==> src/rtl/dma_halt_pkg.sv <==
package dma_halt_pkg;

  typedef enum logic [1:0] {
    XM_SINGLE = 2'd0,
    XM_BLOCK  = 2'd1,
    XM_BURST  = 2'd2,
    XM_RSVD   = 2'd3
  } xmode_e;

  localparam int DRAIN_MAX = 3;
  localparam int DRAIN_W   = $clog2(DRAIN_MAX + 1);

  // Engine has nothing in flight that the stop must wait for.
  function automatic logic engine_idle(xmode_e m, logic act, logic blk);
    if (m == XM_BLOCK) return !act && !blk;
    return !act;
  endfunction

  // Safe stopping point for a pending stop, per mode.
  function automatic logic at_boundary(xmode_e m, logic act, logic done,
                                       logic blk, logic blk_end, logic req,
                                       logic [DRAIN_W-1:0] drain);
    case (m)
      XM_BLOCK: return blk ? blk_end : (!act || done);
      XM_BURST: return (done && drain == DRAIN_W'(1)) || (!req && !act);
      default:  return !act || done;
    endcase
  endfunction

endpackage

==> src/rtl/dma_cfg_regs.sv <==
module dma_cfg_regs
  import dma_halt_pkg::*;
#(
  parameter int DW      = 8,
  parameter int NUM_CFG = 2
) (
  input  logic                            clk,
  input  logic                            rst_n,
  input  logic [NUM_CFG-1:0]              wr_sel,
  input  logic [DW-1:0]                   wr_data,
  input  logic                            lock,
  output logic [NUM_CFG-1:0][DW-1:0]      cfg_q,
  output logic                            wr_reject
);

  logic any_sel;
  logic wr_blocked;

  assign any_sel    = |wr_sel;
  assign wr_blocked = any_sel && lock;

  for (genvar i = 0; i < NUM_CFG; i++) begin : g_cfg
    always_ff @(posedge clk or negedge rst_n) begin
      if (!rst_n)                    cfg_q[i] <= '0;
      else if (wr_sel[i] && !lock)   cfg_q[i] <= wr_data;
    end
  end

  always_ff @(posedge clk or negedge rst_n) begin
    if (!rst_n) wr_reject <= 1'b0;
    else        wr_reject <= wr_blocked;
  end


  cfg_lock_chk: assert property (@(posedge clk) disable iff (!rst_n)
    wr_blocked |=> $stable(cfg_q) && wr_reject);


  reject_src_chk: assert property (@(posedge clk) disable iff (!rst_n)
    !wr_blocked |=> !wr_reject);

endmodule

==> src/rtl/dma_halt_core.sv <==
module dma_halt_core
  import dma_halt_pkg::*;
(
  input  logic                clk,
  input  logic                rst_n,
  input  logic                ctl_wr,
  input  logic                ctl_run,
  input  logic [1:0]          ctl_mode,
  input  logic                xfer_req,
  input  logic                xfer_active,
  input  logic                xfer_done,
  input  logic                blk_active,
  input  logic                blk_done,
  output logic                chan_en,
  output xmode_e              mode,
  output logic                chan_go
);

  logic               en_q, pend_q;
  xmode_e             mode_q;
  logic [DRAIN_W-1:0] drain_q;

  // named internal events
  logic start_ev, stop_ev, cancel_ev, idle_now, boundary_ev, drain_ev;

  assign start_ev    = ctl_wr && ctl_run && !en_q;
  assign stop_ev     = ctl_wr && !ctl_run && en_q && !pend_q;
  assign cancel_ev   = ctl_wr && ctl_run && en_q && pend_q;
  assign idle_now    = engine_idle(mode_q, xfer_active, blk_active);
  assign boundary_ev = pend_q && at_boundary(mode_q, xfer_active, xfer_done,
                                             blk_active, blk_done, xfer_req, drain_q);
  assign drain_ev    = pend_q && (mode_q == XM_BURST) && xfer_done;

  always_ff @(posedge clk or negedge rst_n) begin
    if (!rst_n) begin
      en_q    <= 1'b0;
      pend_q  <= 1'b0;
      drain_q <= '0;
      mode_q  <= XM_SINGLE;
    end else if (start_ev) begin
      en_q    <= 1'b1;
      pend_q  <= 1'b0;
      mode_q  <= xmode_e'(ctl_mode);
    end else if (cancel_ev) begin
      pend_q  <= 1'b0;
      drain_q <= '0;
    end else if (stop_ev) begin
      if (idle_now) begin
        en_q    <= 1'b0;
      end else begin
        pend_q  <= 1'b1;
        drain_q <= DRAIN_W'(DRAIN_MAX);
      end
    end else if (boundary_ev) begin
      en_q    <= 1'b0;
      pend_q  <= 1'b0;
      drain_q <= '0;
    end else if (drain_ev) begin
      drain_q <= drain_q - 1'b1;
    end
  end

  always_comb begin
    chan_go = 1'b0;
    if (en_q) begin
      if (!pend_q)                  chan_go = 1'b1;
      else if (mode_q == XM_BURST)  chan_go = 1'b1;
      else if (mode_q == XM_BLOCK)  chan_go = blk_active;
    end
  end

  assign chan_en = en_q;
  assign mode    = mode_q;


  idle_stop_chk: assert property (@(posedge clk) disable iff (!rst_n)
    stop_ev && idle_now |=> !chan_en);


  single_hold_chk: assert property (@(posedge clk) disable iff (!rst_n)
    pend_q && mode_q == XM_SINGLE && xfer_active && !xfer_done && !ctl_wr |=> chan_en);


  block_hold_chk: assert property (@(posedge clk) disable iff (!rst_n)
    pend_q && mode_q == XM_BLOCK && blk_active && !blk_done && !ctl_wr |=> chan_en);


  drain_live_chk: assert property (@(posedge clk) disable iff (!rst_n)
    pend_q && mode_q == XM_BURST |-> drain_q != '0);


  cancel_keep_chk: assert property (@(posedge clk) disable iff (!rst_n)
    cancel_ev |=> chan_en && !pend_q);


  go_off_chk: assert property (@(posedge clk) disable iff (!rst_n)
    !chan_en |-> !chan_go);

endmodule

==> src/rtl/dma_halt_ctrl.sv <==
module dma_halt_ctrl
  import dma_halt_pkg::*;
#(
  parameter int DW      = 8,
  parameter int AW      = 2,
  parameter int NUM_CFG = 2
) (
  input  logic          clk,
  input  logic          rst_n,
  input  logic          wr_en,
  input  logic [AW-1:0] wr_addr,
  input  logic [DW-1:0] wr_data,
  input  logic [AW-1:0] rd_addr,
  output logic [DW-1:0] rd_data,
  input  logic          xfer_req,
  input  logic          xfer_active,
  input  logic          xfer_done,
  input  logic          blk_active,
  input  logic          blk_done,
  output logic          chan_en,
  output logic          chan_go,
  output logic          wr_reject
);

  localparam int CTL_BITS = 3;

  logic                        ctl_wr;
  logic [NUM_CFG-1:0]          cfg_sel;
  logic [NUM_CFG-1:0][DW-1:0]  cfg_q;
  xmode_e                      mode;

  assign ctl_wr = wr_en && (wr_addr == '0);

  for (genvar i = 0; i < NUM_CFG; i++) begin : g_sel
    assign cfg_sel[i] = wr_en && (wr_addr == AW'(i + 1));
  end

  dma_halt_core u_core (
    .clk         (clk),
    .rst_n       (rst_n),
    .ctl_wr      (ctl_wr),
    .ctl_run     (wr_data[0]),
    .ctl_mode    (wr_data[2:1]),
    .xfer_req    (xfer_req),
    .xfer_active (xfer_active),
    .xfer_done   (xfer_done),
    .blk_active  (blk_active),
    .blk_done    (blk_done),
    .chan_en     (chan_en),
    .mode        (mode),
    .chan_go     (chan_go)
  );

  dma_cfg_regs #(.DW(DW), .NUM_CFG(NUM_CFG)) u_cfg (
    .clk       (clk),
    .rst_n     (rst_n),
    .wr_sel    (cfg_sel),
    .wr_data   (wr_data),
    .lock      (chan_en),
    .cfg_q     (cfg_q),
    .wr_reject (wr_reject)
  );

  always_comb begin
    rd_data = '0;
    if (rd_addr == '0) begin
      rd_data[CTL_BITS-1:0] = {mode, chan_en};
    end else begin
      for (int i = 0; i < NUM_CFG; i++)
        if (rd_addr == AW'(i + 1)) rd_data = cfg_q[i];
    end
  end


  mode_lock_chk: assert property (@(posedge clk) disable iff (!rst_n)
    chan_en && $past(chan_en) |-> $stable(mode));

endmodule

==> config.mk <==
export PLATFORM = sky130hd
export DESIGN_NAME = dma_halt_ctrl
export DESIGN_NICKNAME = d
export VERILOG_FILES = /design/src/rtl/dma_halt_pkg.sv /design/src/rtl/dma_cfg_regs.sv /design/src/rtl/dma_halt_core.sv /design/src/rtl/dma_halt_ctrl.sv
export SDC_FILE = /design/constraint.sdc
export NUM_CORES = 1
export LEC_CHECK = 0
export BUFFER_PORTS_ARGS = -buffer_cell sky130_fd_sc_hd__buf_2
export CORE_ASPECT_RATIO = 1.2
export CORE_MARGIN = 1.5
export CORE_UTILIZATION = 54
export CTS_BUF_LIST = sky130_fd_sc_hd__clkbuf_2 sky130_fd_sc_hd__clkbuf_4 sky130_fd_sc_hd__clkbuf_8
export DETAILED_ROUTE_END_ITERATION = 10
export PLACE_DENSITY_LB_ADDON = 0.1
export SYNTH_ARGS = -nofsm -noshare
export SYNTH_HDL_FRONTEND = slang
export SYNTH_SLANG_ARGS = --single-unit
==> constraint.sdc <==
create_clock -name clk -period 1.85 [get_ports clk]
set_input_delay 0 -clock clk [delete_from_list [all_inputs] [get_ports clk]]
set_output_delay 0 -clock clk [all_outputs]
set_load 0.01 [all_outputs]
==> results of run 1 <==
power by group:
group	total (mW)	internal, mW	switching [mW]
Clock	0.238	0.0985	0.140
Sequential	0.897	0.740	0.157
Combinational	0.696	0.378	0.318
Total	1.83	1.22	0.615
through the flow:
step                setup slack [ns]  cells  total power, mW  instance area [sq um]
floorplan                      0.315    107             1.36                   1200
global placement               0.264    166             1.55                   1380
detailed placement             0.200    166             1.59                   1380
CTS                            0.176    179             1.84                   1500
global route                  0.0361    179             1.97                   1500
finish                         0.174    179             1.83                   1500
critical path: cells and delay by family (launching register included):
family	cells	cell delay (ns)
adder cells (fa/ha/maj)	1	0.15
AO/OA/AOI/OAI	3	0.54
buffers and inverters	1	0.07
flip-flops	1	0.44
AND/OR/NAND/NOR	2	0.37
worst min path at each step:
stage | cells after the start | endpoint | start | slack, ns
global placement | 1 | u_cfg.cfg_q[5]$_DFFE_PN0P_ | rst_n | -0.006
detailed placement | 1 | u_cfg.cfg_q[9]$_DFFE_PN0P_ | rst_n | 0.0002
CTS | 2 | u_cfg.cfg_q[0]$_DFFE_PN0P_ | wr_data[0] | 0.01
finish | 3 | u_cfg.wr_reject$_DFF_PN0_ | wr_addr[1] | 0.01
floorplan | 0 | u_cfg.cfg_q[0]$_DFFE_PN0P_ | rst_n | -0.30
global route | 3 | u_cfg.wr_reject$_DFF_PN0_ | wr_addr[1] | 0.02
logic make-up (layout without fill, tap and decap cells):
kind of cell	count (synthesis)	in the layout	synth area share [%]
flip-flops	23	23	48.1
AND/OR/NAND/NOR	29	29	13.4
adder cells (fa/ha/maj)	3	3	3.14
buffers and inverters	8	50	2.51
AO/OA/AOI/OAI	23	23	13.4
multiplexers	21	21	19.5
state kept, by name, summed over array words and instances, names as in the netlist:
signal / count
u_core.mode: 2
u_core.drain_q: 2
u_cfg.cfg_q: 16
u_cfg.wr_reject: 1
u_core.chan_en: 1
u_core.pend_q: 1
routing by layer:
metal / GRT usage (%) / wire length [microns]
met2: 37.5 / 1200
met3: 2.97 / 120
met4: 6.67 / 15
met1: 24.0 / 1030
met5: 0 / 0
synthesized netlist by cell type, drive strengths merged (2+ instances only):
library cell | n | area share (%)
a21oi | 3 | 1.3
a22o | 5 | 3.7
dfrtp | 23 | 48
ha | 3 | 3.1
inv | 7 | 2.2
mux2 | 18 | 17
mux2i | 3 | 2.5
nand2 | 8 | 2.7
nand2b | 2 | 1.0
nand3 | 2 | 0.84
nor2 | 9 | 3.5
nor2b | 2 | 1.0
o21ai | 6 | 2.5
o22ai | 2 | 1.0
o31ai | 2 | 1.7
layout by cell type (no fill, tap or decap), types with 2 or more instances in the layout:
cell and n:
nor2b_1 2, mux2i_1 3, buf_2 30, nor2_2 3, dlygate4sd3_1 9, ha_1 3, clkbuf_4 4, a21oi_1 3
nand2b_1 2, nand2_1 7, a22o_1 5, o22ai_1 2, inv_1 7, nor2_1 6, dfrtp_1 23, mux2_2 18
nand3_1 2, o21ai_0 6
cell type report:
cell class | instances | area, sq um | share of cell area (%)
clock buffers | 4 | 30.0 | 2.00
inverters | 7 | 26.3 | 1.75
flip-flops and latches | 23 | 576 | 38.4
repair buffers | 39 | 240 | 16.0
multi-input cells | 76 | 591 | 39.4
well taps | 30 | 37.5 | 2.50
==> reports/results.ini, run 1 <==
[status]
outcome=finished clean

[floorplan]
die-area_sq_um=2510
core-area_sq_um=2070
io_pins=31
rows=18
initial_utilization_pct=57.7
die_w_microns=46.0
fp.dieH_microns=54.6

[worst_setup_path]
startpoint_type=flip-flop
startpoint=u_core.mode[1]$_DFFE_PN0P_
endpoint_kind=flip-flop
worst_path_max_delay_cell=dfrtp_1
path_class=reg -> reg
reg2regPathDepth=7
crit_fanout=5
cp_slowest_stage_delay_ns=0.44
cp_cell_sequence=inv_1 -> ha_1 -> and2_0 -> nand3_1 -> o22a_1 -> a31oi_1 -> a22oi_1
crit_arrival_ns=1.86
r2r-start=u_core.mode[1]$_DFFE_PN0P_
required_ns=2.04
ff2ff_setup_slack_ns=0.17
crit_end=u_core.drain_q[0]$_DFFE_PN0P_
r2r_end=u_core.drain_q[0]$_DFFE_PN0P_

[clocking]
post_cts_buffers=0
h-tree-depth=1
numCtsBuffers=3
cts_resized=0
insertion_delay_ns=0.30
cts.path.max_buffers=2
hold_buffers=9
cts_tree=built
ctsRootBufferMaster=clkbuf_4
cts.sinks=23
clk_pin_slew_ns=0.12

[sta]
slew_viol_final=0
worst_clock_skew_ns=0.00235
grt_setup_unrepaired=false
period_minus_slack_ns=1.68
hold_viol=0
timing.final.crit_share_pct=90.6
tns_ns=0
tightest_slew_ns=0.593
maxSlewHeadroom_pct=60.4
timing.fmax_ghz=0.596
setup_viol=0
whs_ns=0.0147

[run]
maxCapViolations=0

[synth]
netlist_area_sq_um=1200
synth-async-reset-ratio_pct=100
avgSynthCellArea_sq_um=11.2
ys_seq_area_share_pct=48.1
synth-edff-count=0
ys.flop_type=dfrtp_1
synth_cell_type_count=30
syn-num-nets=130
yosysWarnings=0
synth_seq_cells=23
synth_cells=107

[global_route]
antenna_found_initial=0
grt_overflow_total=0
grt_pass1_vias=902
grt_pass1_wl_microns=3730
grt_use_total_pct=20.5
grt_max_degree=24

[placed_design]
port_buffers=30
dp_hpwl_microns=1770
gp_congestion=0.821

[routing]
wl_per_cell_microns=13.2
wirelength_microns=2370
antenna_left=0
post-route-drc-count=0
drtIter0Drc=28
firstDrtPassIters=4
vias=970
via_per_inst=5.42

[power_and_ir_drop]
powerDensity_nw_per_um2=1220
p_leak_nw=0.699
peakVddDrop_v=0.000670

[hold_path]
min_path_type=in -> reg

[layout]
fillCellCount=153
area_growth_syn_to_layout_pct=25.4
drive_gt1_share_pct=39.6
utilization_pct=72.4
nets=173
antennaDiodeCount=0

No activity file was read; power rests on OpenSTA's default activity.
==> run 2, diff against run 1 <==
==> constraint.sdc (replaced) <==
create_clock -name clk -period 1.6 [get_ports clk]
set_input_delay 0 -clock clk [delete_from_list [all_inputs] [get_ports clk]]
set_output_delay 0 -clock clk [all_outputs]
set_load 0.01 [all_outputs]
==> reports/results.ini, run 2 (synthesis gave the netlist of run 1 again) <==
[sta]
grt_setup_unrepaired=true
hold_viol=0  ; unchanged
setup_viol=3  ; +3
period_minus_slack_ns=1.61  ; -0.0616 ns
tns_ns=-0.0277  ; -0.0277 ns
maxSlewHeadroom_pct=61.2  ; +0.82 points
worst_clock_skew_ns=0.00324  ; +0.000888 ns
slew_viol_final=0  ; unchanged
whs_ns=0.0166  ; +0.00194 ns
timing.final.crit_share_pct=101  ; +10 points
tightest_slew_ns=0.580  ; -0.0123 ns
timing.fmax_ghz=0.619  ; +3.8%
finalWorstSetupSlack_ns=-0.0149  ; -0.188 ns

[floorplan]
initial_utilization_pct=57.7  ; unchanged
die_w_microns=46.0  ; unchanged
fp.dieH_microns=54.6  ; unchanged
rows=18  ; unchanged
io_pins=31  ; unchanged
core-area_sq_um=2070  ; unchanged
die-area_sq_um=2510  ; unchanged

[placed_design]
dp.cells=170  ; +2.4%
place_ws_ns=0.0243  ; -0.176 ns
place_area_sq_um=1420  ; +3.1%
port_buffers=30  ; unchanged
dp_hpwl_microns=1790  ; +1.1%
gp_congestion=0.819  ; -0.24%

[worst_setup_path]
worst_path_max_delay_cell=dfrtp_1
cp_num_buf_inv=2  ; +1
required_ns=1.80  ; -0.24 ns
startpoint=u_core.mode[0]$_DFFE_PN0P_
cp_top_family=compound AO/OA/AOI/OAI gates
crit_arrival_ns=1.81  ; -0.05 ns
cp_slowest_stage_delay_ns=0.45  ; about the same
startpoint_type=flip-flop
r2r-start=u_core.mode[0]$_DFFE_PN0P_
crit_fanout=3  ; -2
endpoint_kind=flip-flop
cp_cell_sequence=buf_6 -> inv_4 -> ha_4 -> a21oi_2 -> o22a_1 -> a31oi_2 -> a22oi_1
path_class=reg -> reg

[layout]
layout_commonest_cell=buf_2
final_cell_mix=buf_2 (30), dfrtp_1 (23), mux2_2 (18)
antennaDiodeCount=0  ; unchanged
drive_gt1_share_pct=48.1  ; +8.5 points
fillCellCount=151  ; -1.3%
final_cell_area_sq_um=1660  ; +10%
area_growth_syn_to_layout_pct=38.4
utilization_pct=79.9  ; +7.5 points
largest_reg_flops=16  ; unchanged
nets=184  ; +6.4%
instances_no_fill=190  ; +6.1%
largest-register=u_cfg.cfg_q

[clocking]
insertion_delay_ns=0.31  ; about the same
numCtsBuffers=3  ; unchanged
cts.sinks=23  ; unchanged
ctsRootBufferMaster=clkbuf_4
cts.path.max_buffers=2  ; unchanged
clk_pin_slew_ns=0.12  ; about the same
cts_tree=built
h-tree-depth=1  ; unchanged

[routing]
wirelength_microns=2910  ; +23%
vias=1072  ; +11%
firstDrtPassIters=4  ; unchanged
antenna_left=0  ; unchanged
via_per_inst=5.64  ; +4.1%
post-route-drc-count=0  ; unchanged
wl_per_cell_microns=15.3  ; +16%
drtIter0Drc=16  ; -43%

[hold_path]
min_path_type=in -> reg
hp-start=wr_addr[0]

[power_and_ir_drop]
p_sw_uw=840  ; +37%
totalPowerFinal_mw=2.42  ; +32%
powerDensity_nw_per_um2=1460  ; +20%
pwr-share-comb_pct=46.0  ; +8.0 points
p_seq_share_pct=42.2  ; -6.8 points
intPower_mw=1.58  ; +30%
p_sw_share_pct=34.7  ; +1.1 points
clock_power_share_pct=11.8  ; -1.2 points
p_leak_nw=0.763  ; +9.2%
peakVddDrop_v=0.00106  ; +58%

[global_route]
grt_pass1_wl_microns=4200  ; +12%
grt_overflow_total=0  ; unchanged
grt_max_degree=24  ; unchanged
antenna_found_initial=0  ; unchanged
grt_pass1_vias=1016  ; +13%
grt_use_total_pct=23.5  ; +3.0 points

[run]
maxCapViolations=0  ; unchanged

[status]
outcome=finished, violations left
violations=negative setup slack

## run 2: changes by cell type in the layout (fill, tap and decap cells not counted), moves of 2 or more
cell | previous run | this run
inv_1 | 7 | 5
buf_4 | 0 | 7
dlygate4sd3_1 | 9 | 11
ha_1 | 3 | 1
ha_4 | 0 | 2
## run 2: final cells by class
type	count	area, sq um	share of cell area (%)
Multi-Input combinational cell	76	639	38.6
Sequential cell	23	576	34.8
Clock buffer	4	30.0	1.81
Tap cell	30	37.5	2.27
Timing Repair Buffer	50	344	20.8
Inverter	7	28.8	1.74
## run 2: worst register-to-register path: cells and delay by family (launching register included)
family                     cells  cell delay [ns]
AOI/OAI and AO/OA              4             0.63
DFF                            1             0.45
adders and majority gates      1             0.26
buffers and inverters          2             0.17
## run 2: path summary, 6_finish.rpt
check,to,slack (ns),depth (start not counted)
worst max-delay path,u_core.drain_q[0]$_DFFE_PN0P_,-0.01,7
worst min-delay path,u_cfg.wr_reject$_DFF_PN0_,0.02,3
worst max register to register,u_core.drain_q[0]$_DFFE_PN0P_,-0.01,7
worst min register to register,u_cfg.cfg_q[13]$_DFFE_PN0P_,0.52,1
max in group asynchronous,u_core.drain_q[0]$_DFFE_PN0P_,1.08,2
min in group asynchronous,u_cfg.cfg_q[13]$_DFFE_PN0P_,0.17,2
## run 2: metal layers
metal	vias up	GRT usage [%]	share of wire, %
met2	36	45.6	54
met4	0	8.57	2.7
met3	9	3.63	4.2
met5	-	0	0
met1	533	24.6	39
li1	494	-	-
## run 2: timing repair
item,in CTS,in global routing
endpoints found under the hold margin,41,1
pin swaps,0,6
gates resized for setup,1,12
setup buffers,3,2
hold buffers,10,1
endpoints found under the setup margin,2,5
## run 2: power by group through the flow
| stage | logic [mW] | clock network (mW) | registers, mW |
|---|---|---|---|
| 6_report | 1.11 | 0.286 | 1.02 |
| 5_1_grt | 1.24 | 0.318 | 1.05 |
| 4_1_cts | 0.938 | 0.290 | 1.00 |
| 3_5_place_dp | 0.833 | 0 | 1.04 |
| 3_3_place_gp | 0.811 | 0 | 1.02 |
| 2_1_floorplan | 0.568 | 0 | 1.01 |
==> run 3, diff against run 2 <==
--- a/config.mk
+++ b/config.mk
@@ -11,6 +11,7 @@
 export CORE_UTILIZATION = 54
 export CTS_BUF_LIST = sky130_fd_sc_hd__clkbuf_2 sky130_fd_sc_hd__clkbuf_4 sky130_fd_sc_hd__clkbuf_8
 export DETAILED_ROUTE_END_ITERATION = 10
+export GPL_TIMING_DRIVEN = 0
 export PLACE_DENSITY_LB_ADDON = 0.1
 export SYNTH_ARGS = -nofsm -noshare
 export SYNTH_HDL_FRONTEND = slang
==> reports/results.ini, run 3 (synthesis gave the netlist of run 1 again) <==
[clocking]
ctsRootBufferMaster=clkbuf_4
cts.sinks=23  ; unchanged
h-tree-depth=1  ; unchanged
numCtsBuffers=3  ; unchanged
clk_pin_slew_ns=0.12  ; about the same
insertion_delay_ns=0.30  ; about the same
cts.path.max_buffers=2  ; unchanged
cts_tree=built

[sta]
slew_viol_final=0  ; unchanged
hold_viol=0  ; unchanged
tns_ns=0  ; +0.0277 ns
timing.fmax_ghz=0.645  ; +4.2%
maxSlewHeadroom_pct=67.1  ; +5.9 points
period_minus_slack_ns=1.55  ; -0.0645 ns
tightest_slew_ns=0.494  ; -0.0867 ns
grt_setup_unrepaired=true
worst_clock_skew_ns=0.00247  ; -0.000768 ns
setup_viol=0  ; -3
timing.final.crit_share_pct=96.9  ; -4.0 points

[layout]
layout_commonest_cell=buf_2
final_cell_mix=buf_2 (30), dfrtp_1 (21), mux2_2 (18)
antennaDiodeCount=0  ; unchanged
fillCellCount=145  ; -4.0%
area_growth_syn_to_layout_pct=33.8
drive_gt1_share_pct=46.1  ; -2.0 points
largest-register=u_cfg.cfg_q
nets=178  ; -3.3%
largest_reg_flops=16  ; unchanged

[routing]
wirelength_microns=2400  ; -18%
firstDrtPassIters=4  ; unchanged
drtIter0Drc=7  ; -9
wl_per_cell_microns=13.0  ; -15%
vias=979  ; -8.7%
post-route-drc-count=0  ; unchanged
via_per_inst=5.32  ; -5.7%
antenna_left=0  ; unchanged

[power_and_ir_drop]
clock_power_share_pct=12.4  ; +0.6 points
intPower_mw=1.47  ; -7.0%
peakVddDrop_v=0.000840  ; -21%
p_seq_share_pct=46.4  ; +4.2 points
p_sw_share_pct=33.6  ; -1.1 points
powerDensity_nw_per_um2=1390  ; -5.4%
totalPowerFinal_mw=2.22  ; -8.5%
p_leak_nw=0.729  ; -4.5%
p_sw_uw=744  ; -11%
pwr-share-comb_pct=41.1  ; -4.9 points

[placed_design]
port_buffers=30  ; unchanged
gp_congestion=0.822  ; +0.26%
dp_hpwl_microns=1690  ; -5.7%

[floorplan]
rows=18  ; unchanged
io_pins=31  ; unchanged
die-area_sq_um=2510  ; unchanged
initial_utilization_pct=57.7  ; unchanged
die_w_microns=46.0  ; unchanged
core-area_sq_um=2070  ; unchanged
fp.dieH_microns=54.6  ; unchanged

[global_route]
top_usage_layer=met2
met1_usage_pct=25.9  ; +1.3 points
grt_pass1_vias=886  ; -13%
grt_max_degree=24  ; unchanged
grtUsageMet3_pct=2.97  ; -0.66 points
grt_pass1_wl_microns=3890  ; -7.2%
antenna_found_initial=0  ; unchanged
grt_use_total_pct=21.6  ; -1.9 points
grt_overflow_total=0  ; unchanged
met2_usage_pct=38.9  ; -6.7 points

[worst_setup_path]
required_ns=1.83  ; +0.03 ns
endpoint_kind=flip-flop
cp_num_buf_inv=0  ; -2
cp_top_family=simple AND/OR/NAND/NOR gates
startpoint_type=flip-flop
worst_path_max_delay_cell=or4b_4
path_class=reg -> reg
crit_arrival_ns=1.78  ; -0.03 ns
crit_fanout=5  ; +2
cp_slowest_stage_delay_ns=0.53  ; +0.08 ns
cp.depth=5  ; -2
cp_cell_sequence=nand2_2 -> or4b_4 -> o31ai_4 -> a31oi_4 -> a22oi_2
reg2regPathDepth=5  ; -2

[status]
outcome=finished clean

[hold_path]
min_path_type=in -> reg
hold_depth=3  ; unchanged

[run]
maxCapViolations=0  ; unchanged

run 3: area by class of cell:
| class | count | area (sq um) | area share [%] |
|---|---|---|---|
| buffer | 1 | 3.75 | 0.235 |
| clock buffer | 4 | 30.0 | 1.88 |
| inverter | 7 | 26.3 | 1.64 |
| multi-input combinational | 76 | 652 | 40.7 |
| sequential | 23 | 578 | 36.1 |
| tap | 30 | 37.5 | 2.35 |
| timing repair buffer | 43 | 273 | 17.0 |
run 3: tightest hold or removal path, stage by stage:
cell and delay, ns:
buf_2 0.12, nand2b_1 0.13, a21oi_1 0.09
run 3: per-layer routing:
metal / vias up / share of wire, %
li1: 485 / -
met1: 466 / 44
met2: 24 / 52
met3: 4 / 2.8
met4: 0 / 1.2
met5: - / 0
run 3: power groups by stage:
stage / registers (mW) / clock network (mW) / logic, mW
final: 1.03 / 0.275 / 0.913
after global routing: 1.07 / 0.303 / 1.04
after CTS: 1.03 / 0.285 / 0.847
after detailed placement: 1.05 / 0 / 0.785
after global placement: 1.03 / 0 / 0.754
after floorplan: 1.01 / 0 / 0.568
run 3: worst paths after layout:
check	startpoint	end	slack (ns)
worst max-delay path	u_core.chan_en$_DFFE_PN0P_	u_core.drain_q[0]$_DFFE_PN0P_	0.05
worst min-delay path	wr_addr[0]	u_cfg.wr_reject$_DFF_PN0_	0.06
worst max register to register	u_core.chan_en$_DFFE_PN0P_	u_core.drain_q[0]$_DFFE_PN0P_	0.05
worst min register to register	u_cfg.cfg_q[13]$_DFFE_PN0P_	u_cfg.cfg_q[13]$_DFFE_PN0P_	0.52
max in group asynchronous	rst_n	u_core.pend_q$_DFFE_PN0P_	1.06
min in group asynchronous	rst_n	u_cfg.cfg_q[13]$_DFFE_PN0P_	0.18
run 3: stage by stage:
stage	instance area, sq um	setup slack [ns]	cells	hold WS [ns]	util (%)
3_5_place_dp	1380	-0.0911	167	-0.00747	66.8
3_3_place_gp	1380	-0.0455	167	-0.0147	66.8
6_report	1600	0.0496	184	0.0576	77.2
5_1_grt	1600	-0.0276	184	0.0536	77.2
2_1_floorplan	1200	0.0654	107	-0.296	-
4_1_cts	1550	-0.00548	182	0.00601	74.8
run 3: repair_timing:
item                                   4_1_cts  5_1_grt
setup endpoints to repair                    5       21
pin swaps                                    1        2
gates cloned                                 0        0
buffers inserted                             1        2
hold buffers                                10        0
resized for setup                            7       11
endpoints found under the hold margin       42        0
